$ cat config.mk
export PLATFORM = sky130hd
export DESIGN_NAME = tc_line_deframer
export DESIGN_NICKNAME = d
export VERILOG_FILES = /design/src/rtl/tcd_pkg.sv /design/src/rtl/tcd_sequencer.sv /design/src/rtl/tcd_check_acc.sv /design/src/rtl/tcd_byte_store.sv /design/src/rtl/tc_line_deframer.sv
export SDC_FILE = /design/constraint.sdc
export NUM_CORES = 1
export LEC_CHECK = 0
export BUFFER_PORTS_ARGS = -buffer_cell sky130_fd_sc_hd__buf_2
export CAP_MARGIN = 20
export CORE_MARGIN = 1
export CORE_UTILIZATION = 50
export CTS_CLUSTER_DIAMETER = 80
export CTS_CLUSTER_SIZE = 10
export DETAILED_ROUTE_END_ITERATION = 8
export GPL_TIMING_DRIVEN = 0
export PLACE_DENSITY_LB_ADDON = 0.12
export SETUP_SLACK_MARGIN = 0.1
export SLEW_MARGIN = 10
export SYNTH_ARGS = -nofsm -noshare
export SYNTH_HDL_FRONTEND = slang
export SYNTH_SLANG_ARGS = --single-unit
$ cat constraint.sdc
create_clock -name clk -period 2.4 [get_ports clk]
set_clock_uncertainty 0.15 [all_clocks]
set_input_delay 0.24 -clock clk [delete_from_list [all_inputs] [get_ports clk]]
set_output_delay 0.24 -clock clk [all_outputs]
set_load 0.03 [all_outputs]
$ cat src/rtl/tcd_pkg.sv
package tcd_pkg;

    // Sequencer states of the line deframer
    typedef enum logic [2:0] {
        ST_IDLE    = 3'd0,
        ST_SYNC_HI = 3'd1,
        ST_SYNC_LO = 3'd2,
        ST_DATA    = 3'd3,
        ST_COMMIT  = 3'd4
    } tcd_state_e;

endpackage

$ cat src/rtl/tcd_sequencer.sv
module tcd_sequencer
    import tcd_pkg::*;
#(
    parameter int NUM_BYTES = 9,
    parameter int DATA_BITS = 8,
    localparam int BIDX_W   = $clog2(NUM_BYTES),
    localparam int DIDX_W   = $clog2(DATA_BITS)
) (
    input  logic              clk,
    input  logic              rst_n,
    input  logic              bit_vld_i,
    input  logic              bit_i,
    input  logic              line_start_i,
    output logic              data_we_o,
    output logic [BIDX_W-1:0] byte_sel_o,
    output logic              chk_en_o,
    output logic              chk_clr_o,
    output logic              commit_o
);

    localparam logic [BIDX_W-1:0] LAST_B = BIDX_W'(NUM_BYTES - 1);
    localparam logic [DIDX_W-1:0] LAST_D = DIDX_W'(DATA_BITS - 1);

    tcd_state_e        state_q, state_d;
    logic [BIDX_W-1:0] byte_q, byte_d;
    logic [DIDX_W-1:0] didx_q, didx_d;
    logic              strobe;

    assign strobe = bit_vld_i && !line_start_i;

    // State register
    always_ff @(posedge clk or negedge rst_n) begin
        if (!rst_n) begin
            state_q <= ST_IDLE;
            byte_q  <= '0;
            didx_q  <= '0;
        end else begin
            state_q <= state_d;
            byte_q  <= byte_d;
            didx_q  <= didx_d;
        end
    end

    // Next-state logic
    always_comb begin
        state_d = state_q;
        byte_d  = byte_q;
        didx_d  = didx_q;
        if (line_start_i) begin
            state_d = ST_SYNC_HI;
            byte_d  = '0;
            didx_d  = '0;
        end else begin
            unique case (state_q)
                ST_IDLE: begin
                    state_d = ST_IDLE;
                end
                ST_SYNC_HI: begin
                    if (bit_vld_i) begin
                        state_d = bit_i ? ST_SYNC_LO : ST_IDLE;
                    end
                end
                ST_SYNC_LO: begin
                    if (bit_vld_i) begin
                        state_d = bit_i ? ST_IDLE : ST_DATA;
                        didx_d  = '0;
                    end
                end
                ST_DATA: begin
                    if (bit_vld_i) begin
                        if (didx_q == LAST_D) begin
                            didx_d = '0;
                            if (byte_q == LAST_B) begin
                                state_d = ST_COMMIT;
                            end else begin
                                byte_d  = byte_q + BIDX_W'(1);
                                state_d = ST_SYNC_HI;
                            end
                        end else begin
                            didx_d = didx_q + DIDX_W'(1);
                        end
                    end
                end
                ST_COMMIT: begin
                    state_d = ST_IDLE;
                end
                default: begin
                    state_d = ST_IDLE;
                end
            endcase
        end
    end

    // Output logic
    always_comb begin
        data_we_o  = 1'b0;
        chk_en_o   = 1'b0;
        commit_o   = 1'b0;
        chk_clr_o  = line_start_i;
        byte_sel_o = byte_q;
        unique case (state_q)
            ST_IDLE: begin
                data_we_o = 1'b0;
            end
            ST_SYNC_HI, ST_SYNC_LO: begin
                chk_en_o = strobe;
            end
            ST_DATA: begin
                data_we_o = strobe;
                chk_en_o  = strobe && (byte_q != LAST_B);
            end
            ST_COMMIT: begin
                commit_o = 1'b1;
            end
            default: begin
                commit_o = 1'b0;
            end
        endcase
    end


    idle_hold_chk: assert property (@(posedge clk) disable iff (!rst_n)
        (state_q == ST_IDLE && !line_start_i) |=> state_q == ST_IDLE);


    sync_abort_chk: assert property (@(posedge clk) disable iff (!rst_n)
        (state_q == ST_SYNC_HI && bit_vld_i && !bit_i && !line_start_i) |=> state_q == ST_IDLE);


    restart_chk: assert property (@(posedge clk) disable iff (!rst_n)
        line_start_i |=> (state_q == ST_SYNC_HI && byte_q == '0 && didx_q == '0));


    last_bit_commit_chk: assert property (@(posedge clk) disable iff (!rst_n)
        (state_q == ST_DATA && strobe && byte_q == LAST_B && didx_q == LAST_D) |=> commit_o);

endmodule

$ cat src/rtl/tcd_check_acc.sv
module tcd_check_acc #(
    parameter int CRC_W   = 8,
    localparam int PH_W   = (CRC_W > 1) ? $clog2(CRC_W) : 1
) (
    input  logic             clk,
    input  logic             rst_n,
    input  logic             clr_i,
    input  logic             en_i,
    input  logic             bit_i,
    output logic [CRC_W-1:0] acc_o
);

    localparam logic [PH_W-1:0] LAST_PH = PH_W'(CRC_W - 1);

    logic [PH_W-1:0]  phase_q;
    logic [CRC_W-1:0] acc_q;

    // Lane pointer: running bit index modulo the check width
    always_ff @(posedge clk or negedge rst_n) begin
        if (!rst_n) begin
            phase_q <= '0;
        end else if (clr_i) begin
            phase_q <= '0;
        end else if (en_i) begin
            phase_q <= (phase_q == LAST_PH) ? '0 : phase_q + PH_W'(1);
        end
    end

    // One parity lane per check bit (x^N + 1 division)
    for (genvar g = 0; g < CRC_W; g++) begin : g_lane
        always_ff @(posedge clk or negedge rst_n) begin
            if (!rst_n) begin
                acc_q[g] <= 1'b0;
            end else if (clr_i) begin
                acc_q[g] <= 1'b0;
            end else if (en_i && phase_q == PH_W'(g)) begin
                acc_q[g] <= acc_q[g] ^ bit_i;
            end
        end
    end

    assign acc_o = acc_q;


    single_lane_chk: assert property (@(posedge clk) disable iff (!rst_n)
        (en_i && !clr_i) |=> $countones(acc_q ^ $past(acc_q)) <= 1);


    acc_restart_chk: assert property (@(posedge clk) disable iff (!rst_n)
        clr_i |=> acc_q == '0);

endmodule

$ cat src/rtl/tcd_byte_store.sv
module tcd_byte_store #(
    parameter int NUM_BYTES = 9,
    parameter int DATA_BITS = 8,
    localparam int BIDX_W   = $clog2(NUM_BYTES),
    localparam int TOTAL_W  = NUM_BYTES * DATA_BITS
) (
    input  logic               clk,
    input  logic               rst_n,
    input  logic               we_i,
    input  logic [BIDX_W-1:0]  sel_i,
    input  logic               bit_i,
    output logic [TOTAL_W-1:0] bytes_o
);

    // Shadow bytes: each shifts right so the earliest bit ends in bit 0
    for (genvar k = 0; k < NUM_BYTES; k++) begin : g_byte
        logic [DATA_BITS-1:0] shadow_q;
        always_ff @(posedge clk or negedge rst_n) begin
            if (!rst_n) begin
                shadow_q <= '0;
            end else if (we_i && sel_i == BIDX_W'(k)) begin
                shadow_q <= {bit_i, shadow_q[DATA_BITS-1:1]};
            end
        end
        assign bytes_o[k*DATA_BITS +: DATA_BITS] = shadow_q;
    end


    shadow_idle_chk: assert property (@(posedge clk) disable iff (!rst_n)
        !we_i |=> $stable(bytes_o));

endmodule

$ cat src/rtl/tc_line_deframer.sv
module tc_line_deframer
    import tcd_pkg::*;
#(
    parameter int NUM_BYTES = 9,
    parameter int DATA_BITS = 8,
    parameter int CRC_W     = 8,
    localparam int BIDX_W   = $clog2(NUM_BYTES),
    localparam int TOTAL_W  = NUM_BYTES * DATA_BITS
) (
    input  logic               clk,
    input  logic               rst_n,
    input  logic               bit_vld_i,
    input  logic               bit_i,
    input  logic               line_start_i,
    input  logic               clear_i,
    output logic [TOTAL_W-1:0] rx_bytes_o,
    output logic [CRC_W-1:0]   calc_chk_o,
    output logic               avail_o
);

    logic              data_we;
    logic [BIDX_W-1:0] byte_sel;
    logic              chk_en;
    logic              chk_clr;
    logic              commit;
    logic [TOTAL_W-1:0] shadow_bytes;
    logic [CRC_W-1:0]   acc_val;

    tcd_sequencer #(
        .NUM_BYTES (NUM_BYTES),
        .DATA_BITS (DATA_BITS)
    ) u_seq (
        .clk          (clk),
        .rst_n        (rst_n),
        .bit_vld_i    (bit_vld_i),
        .bit_i        (bit_i),
        .line_start_i (line_start_i),
        .data_we_o    (data_we),
        .byte_sel_o   (byte_sel),
        .chk_en_o     (chk_en),
        .chk_clr_o    (chk_clr),
        .commit_o     (commit)
    );

    tcd_check_acc #(
        .CRC_W (CRC_W)
    ) u_acc (
        .clk   (clk),
        .rst_n (rst_n),
        .clr_i (chk_clr),
        .en_i  (chk_en),
        .bit_i (bit_i),
        .acc_o (acc_val)
    );

    tcd_byte_store #(
        .NUM_BYTES (NUM_BYTES),
        .DATA_BITS (DATA_BITS)
    ) u_store (
        .clk     (clk),
        .rst_n   (rst_n),
        .we_i    (data_we),
        .sel_i   (byte_sel),
        .bit_i   (bit_i),
        .bytes_o (shadow_bytes)
    );

    // Readback registers: clear wins over a completing line
    always_ff @(posedge clk or negedge rst_n) begin
        if (!rst_n) begin
            rx_bytes_o <= '0;
            calc_chk_o <= '0;
            avail_o    <= 1'b0;
        end else if (clear_i) begin
            rx_bytes_o <= '0;
            calc_chk_o <= '0;
            avail_o    <= 1'b0;
        end else if (commit) begin
            rx_bytes_o <= shadow_bytes;
            calc_chk_o <= acc_val;
            avail_o    <= 1'b1;
        end
    end


    clear_zero_chk: assert property (@(posedge clk) disable iff (!rst_n)
        clear_i |=> (rx_bytes_o == '0 && calc_chk_o == '0 && !avail_o));


    clear_over_commit_chk: assert property (@(posedge clk) disable iff (!rst_n)
        (clear_i && commit) |=> !avail_o);


    hold_chk: assert property (@(posedge clk) disable iff (!rst_n)
        (!clear_i && !commit) |=> ($stable(rx_bytes_o) && $stable(calc_chk_o) && $stable(avail_o)));


    avail_rise_chk: assert property (@(posedge clk) disable iff (!rst_n)
        $rose(avail_o) |-> $past(commit));

endmodule

# Yosys cells after proc, flatten, opt, wreduce, memory -nomap -nowiden

Cells that the tools add are included.
W data, S select, Z words.

Flip-flop bits (word level): 174
Output and inout bits: 81
Logic and storage cells: 148

Add/sub/neg operators: 3
Equal/unequal tests: 26
Multiplexer cells: 47
Bitwise gates (word level): 8
Reductions and logical operators: 40

Operator list:

| cell                  | number |
|---|---|
| $mux W72              | 2 |
| $mux W3               | 13 |
| $reduce_bool A2 Y1    | 13 |
| $mux W1               | 20 |
| $mux W4               | 5 |
| $logic_and A1 B1 Y1   | 19 |
| $eq A3 B3 Y1 const B  | 6 |
| $eq A4 B3 Y1 const B  | 4 |
| $mux W8               | 2 |
| $eq A3 B2 Y1 const B  | 4 |
| $ne A3 B3 Y1 const B  | 3 |
| $pmux W3 S3           | 1 |
| $eq A4 B2 Y1 const B  | 2 |
| $reduce_and A4 Y1     | 2 |
| $xor A1 B1 Y1         | 8 |
| $add A3 B1 Y3 const B | 2 |
| $eq A3 B1 Y1 const B  | 2 |
| $pmux W3 S2           | 1 |
| $add A4 B1 Y4 const B | 1 |
| $eq A4 B1 Y1 const B  | 1 |
| $eq A4 B4 Y1 const B  | 1 |
| $logic_not A4 Y1      | 1 |
| $mux W2               | 2 |
| $ne A4 B4 Y1 const B  | 1 |
| other kinds (8)       | 8 |

# Longest topological paths before layout

Word-level depth: 7
Gate-level depth with buffers: 7
Depth with buffers taken out: 6

# Modules after synthesis

Synthesis repeated with hierarchy kept, for this count alone.

Cells, all modules: 559
Area, all modules: 7415.9 um2

By module, submodules not included:

| module           | times used | cells each | area an instance (um2) | sequential area each (um2) |
|---|---|---|---|---|
| tc_line_deframer | 1          | 261        | 3303.2                 | 2026.9 |
| tcd_byte_store   | 1          | 161        | 2783.9                 | 1801.7 |
| tcd_check_acc    | 1          | 64         | 676.9                  | 275.3 |
| tcd_sequencer    | 1          | 73         | 651.9                  | 250.2 |

# Worst setup path after synthesis

Ideal clock, no wire load.

Path kind: flip-flop to flip-flop
From: reg u_seq.byte_q[0] (netlist: u_seq.byte_sel_o[0])
To: reg u_seq.byte_q[1] (netlist: u_seq.byte_sel_o[1])
Library setup time: 0.132 ns
Data arrival time: 1.553 ns
Path slack: 0.565 ns
Stages on the path, launching flop included: 8
Clock period less this slack: 1.835 ns
Path through: dfrtp_1 -> inv_1 -> ha_1 -> and3b_1 -> buf_6 -> nor3_1 -> mux2i_1 -> nor2_1

Longest elaborated chain between the ends: 6

RTL lines:

| what                     | line                | text |
|---|---|---|
| start: declaration       | tcd_sequencer.sv:25 | `logic [BIDX_W-1:0] byte_q, byte_d;` |
| start signal: assignment | tcd_sequencer.sv:39 | `byte_q <= byte_d;` |
| $add A4 B1 Y4            | tcd_sequencer.sv:76 | `byte_d = byte_q + BIDX_W'(1);` |
| $mux W4                  | tcd_sequencer.sv:73 | `if (byte_q == LAST_B) begin` |
| $mux W4                  | tcd_sequencer.sv:71 | `if (didx_q == LAST_D) begin` |
| $mux W4                  | tcd_sequencer.sv:70 | `if (bit_vld_i) begin` |
| $mux W4                  | tcd_sequencer.sv:54 | `unique case (state_q)` |
| $mux W4                  | tcd_sequencer.sv:49 | `if (line_start_i) begin` |

Parallel ways exist; a longest one is shown, timed or not. The select of a mux whose other input is x is not followed.
A chain may end at the register's enable or synchronous reset.

# Worst setup path in the final report

From: reg u_seq.state_q[2]
To: reg rx_bytes_o[13]

Longest elaborated chain between the ends: 3

RTL lines:

| what                         | line                   | text |
|---|---|---|
| start: declaration           | tcd_sequencer.sv:24    | `tcd_state_e state_q, state_d;` |
| start signal: assignment     | tcd_sequencer.sv:38    | `state_q <= state_d;` |
| $eq A3 B3 Y1                 | tcd_sequencer.sv:101   | `unique case (state_q)` |
| $mux W1                      | tcd_sequencer.sv:101   |  |
| $reduce_bool A2 Y1 (no line) | n/a                    |  |
| end signal: assignment       | tc_line_deframer.sv:79 | `rx_bytes_o <= shadow_bytes;` |
| end: declaration             | tc_line_deframer.sv:16 | `output logic [TOTAL_W-1:0] rx_bytes_o,` |

Every way passes these cells.

==> flow_metrics.py <==
metrics = {
    "synth": {
        "yosysSeqAreaShare": 0.635,
        "synth_seq_cells": 174,
        "synthTopCellsByArea": "dfrtp_1 (63%), mux2_2 (12%), a22o_1 (10%), ha_1 (2.2%), a21oi_1 (0.88%)",
        "synth_edf_count": 0,
        "synth_top_cells_by_count": "dfrtp_1 (174), a22o_1 (82), mux2_2 (73)",
        "syn_nets": 489,
        "yosys.area.top_type": "dfrtp_1",
        "yosysTopAreaCellShare": 0.635,
        "ys_types": 41,
        "synth_most_common_cell": "dfrtp_1",
        "syn_area_per_cell_um2": 14.6,
        "synth-main-ff-cell": "dfrtp_1",
        "synth_area_um2": 6860,
        "yosys_warnings": 0,
        "syn_inst": 471,
        "async_flop_share": 1.00,
    },
    "die": {
        "core_um2": 13300,
        "initial_core_util": 0.516,
        "dieHeight_um": 119,
        "die_area_um2": 14200,
        "rows": 42,
        "ios": 87,
        "fp.dieW_um": 119,
    },
    "timing": {
        "finalSetupTns_ns": 0,
        "slew_violations": 0,
        "whs_ns": 0.0386,
        "fin_crit_sh": 0.898,
        "fin_crit_ns": 2.16,
        "tightestPinTransition_ns": 0.660,
        "hold_viol_final": 0,
        "slew_headroom": 0.560,
        "rsz0062_at_grt": "false",
        "setup-violations-final": 0,
        "max_freq_ghz": 0.464,
    },
    "clocking": {
        "cts-htree-levels": 4,
        "cts_buffers": 17,
        "cts_max_path_buffers": 2,
        "clk_latency_ns": 0.43,
        "path_clk_slew_ns": 0.06,
        "cts.sinks": 174,
        "cts_root_buffer": "clkbuf_16",
        "cts_tree": "yes",
        "postCtsSetupRepairBufs": 0,
    },
    "critical_path": {
        "required_ns": 2.61,
        "crit_type": "reg -> reg",
        "critPathMaxFanout": 10,
        "worstSetupStartpointType": "flop",
        "crit_start": "u_seq.state_q[2]",
        "r2r_end": "rx_bytes_o[13]",
        "crit_arrival_ns": 2.37,
        "reg2reg_slack_ns": 0.24,
        "setup.worst_path.end_class": "flop",
        "r2r_start": "u_seq.state_q[2]",
        "reg2reg_depth": 5,
    },
    "flow_run": {
        "maxCapViolCount": 0,
    },
    "pwr": {
        "power_mw": 6.09,
        "pwr-share-clk": 0.472,
        "pwr-share-seq": 0.490,
        "p_sw_mw": 1.25,
        "switching_share": 0.205,
        "p_int_mw": 4.84,
        "max-vdd-ir-drop_uv": 407,
        "combinationalPowerShare": 0.037,
        "power_density_nw_per_um2": 743,
        "leakagePower_nw": 4.27,
    },
    "global_route": {
        "grt_overflow_total": 0,
        "grt_max_degree": 90,
        "antenna_found_initial": 0,
        "grt_pass1_wl_um": 21800,
        "gr-usage-all-layers": 0.202,
        "grt_pass1_vias": 4244,
    },
    "detailed_routing": {
        "viasPerCell": 5.45,
        "wire_per_inst_um": 17.0,
        "dr.pass1.iters": 4,
        "ant_nets": 0,
        "drtIter0Drc": 231,
        "drc": 0,
        "routed_wl_um": 13000,
        "vias": 4188,
    },
    "finish": {
        "fillCellCount": 1028,
        "drive_gt1_frac": 0.368,
        "final_nets": 599,
        "antenna-diode-count": 0,
        "fin_util": 0.617,
        "finalInstanceArea_um2": 8200,
        "seq_area_um2": 4350,
        "syn2layout_area_growth_pct": 19.6,
        "multiInputGateArea_um2": 2350,
    },
    "min_path": {
        "worst_hold_startpoint": "bit_i",
        "min_to": "u_seq.state_q[1]",
        "min_path_type": "in -> reg",
        "hold-path-cell-count": 3,
    },
    "place": {
        "portBuffers": 86,
        "place_area_um2": 7550,
        "gp_congestion": 0.812,
        "dp_hpwl_um": 8870,
    },
    "run_status": {
        "status": "complete, no violations",
    },
}
==> sequential cells by signal (all words and copies together), names as in the netlist <==
name / flops
avail_o: 1
u_store.g_byte.shadow_q: 72
calc_chk_o: 8
u_acc.phase_q: 3
rx_bytes_o: 72
u_seq.state_q: 3
u_acc.acc_o: 8
u_seq.byte_sel_o: 4
u_seq.didx_q: 3
==> layer usage <==
metal  routed length, um  vias to the layer above  GRT usage  share of wire
met5                   0                        -          0              0
met4                 212                        0     0.0831          0.016
met3                 396                       15     0.0445          0.030
met2                6390                       66      0.316           0.49
met1                6040                     2130      0.273           0.46
li1                    -                     1977          -              -
==> layout by cell type, fill, tap and decap left out, drive strengths merged <==
cell type,instances
mux2,73
xnor2,5
or3,6
dfrtp,174
o211ai,1
a21oi,12
clkbuf,35
nand3,6
and3b,1
nand4,5
o21ai,9
and2,1
buf,103
nor4,3
ha,12
o21bai,1
nand2,9
or4,1
o21ba,1
bufinv,4
a22o,82
dlygate4sd3,3
nor2,14
o2111ai,2
a211oi,1
clkinv,3
and3,1
mux2i,2
a21o,1
nor3,4
nor2b,4
a2111oi,3
inv,6
nand2b,2
nand3b,2
==> how the worst max path moves through the flow <==
stage / slack, ns / endpoint / cells after the start
after floorplan: 0.57 / u_seq.byte_sel_o[1] / 7
after global placement: -1.60 / u_store.g_byte[2].shadow_q[4] / 1
after detailed placement: 0.19 / rx_bytes_o[18] / 6
after CTS: 0.15 / rx_bytes_o[36] / 6
after global routing: 0.17 / rx_bytes_o[13] / 5
final: 0.24 / rx_bytes_o[13] / 5
==> power groups by stage <==
| stage | sequential (mW) | clock (mW) | combinational (mW) |
|---|---|---|---|
| after global routing | 2.99 | 3.04 | 0.260 |
| after floorplan | 3.04 | 0 | 0.121 |
| final | 2.99 | 2.88 | 0.227 |
| after detailed placement | 3.04 | 0 | 0.228 |
| after global placement | 3.04 | 0 | 0.211 |
| after CTS | 2.99 | 2.93 | 0.232 |
==> critical path, cell delays in order (launching register included) <==
cell      delay (ns)
dfrtp_1         0.41
buf_2           0.21
a21oi_1         0.44
buf_4           0.26
clkbuf_1        0.38
a22o_1          0.23
==> stage by stage <==
| stage | instances | setup WS [ns] |
|---|---|---|
| final | 768 | 0.244 |
| after global placement | 733 | -1.60 |
| after detailed placement | 735 | 0.194 |
| after CTS | 768 | 0.152 |
| after global routing | 768 | 0.167 |
| after floorplan | 471 | 0.565 |
==> layout make-up <==
cell class,count,share of cell area
multi-input combinational,264,0.287
clock inverter,7,0.0165
tap,176,0.0269
buffer,27,0.0163
inverter,6,0.00275
sequential,174,0.531
timing repair buffer,91,0.0617
clock buffer,23,0.0583
==> kinds of logic after synthesis <==
group | after synthesis | synth area share
flops | 174 | 0.635
fa+ha+maj | 12 | 0.0219
buf+inv | 33 | 0.0228
compound gates | 113 | 0.138
simple gates | 59 | 0.0535
mux | 75 | 0.123
xor+xnor | 5 | 0.00639
==> timing repair <==
| item | 4_1_cts | 5_1_grt |
|---|---|---|
| setup endpoints to repair | 0 | 12 |
| resized for setup | 0 | 1 |
| hold buffers | 3 | 0 |
| hold endpoints to repair | 90 | 0 |
(Power assumes the default switching activity.)
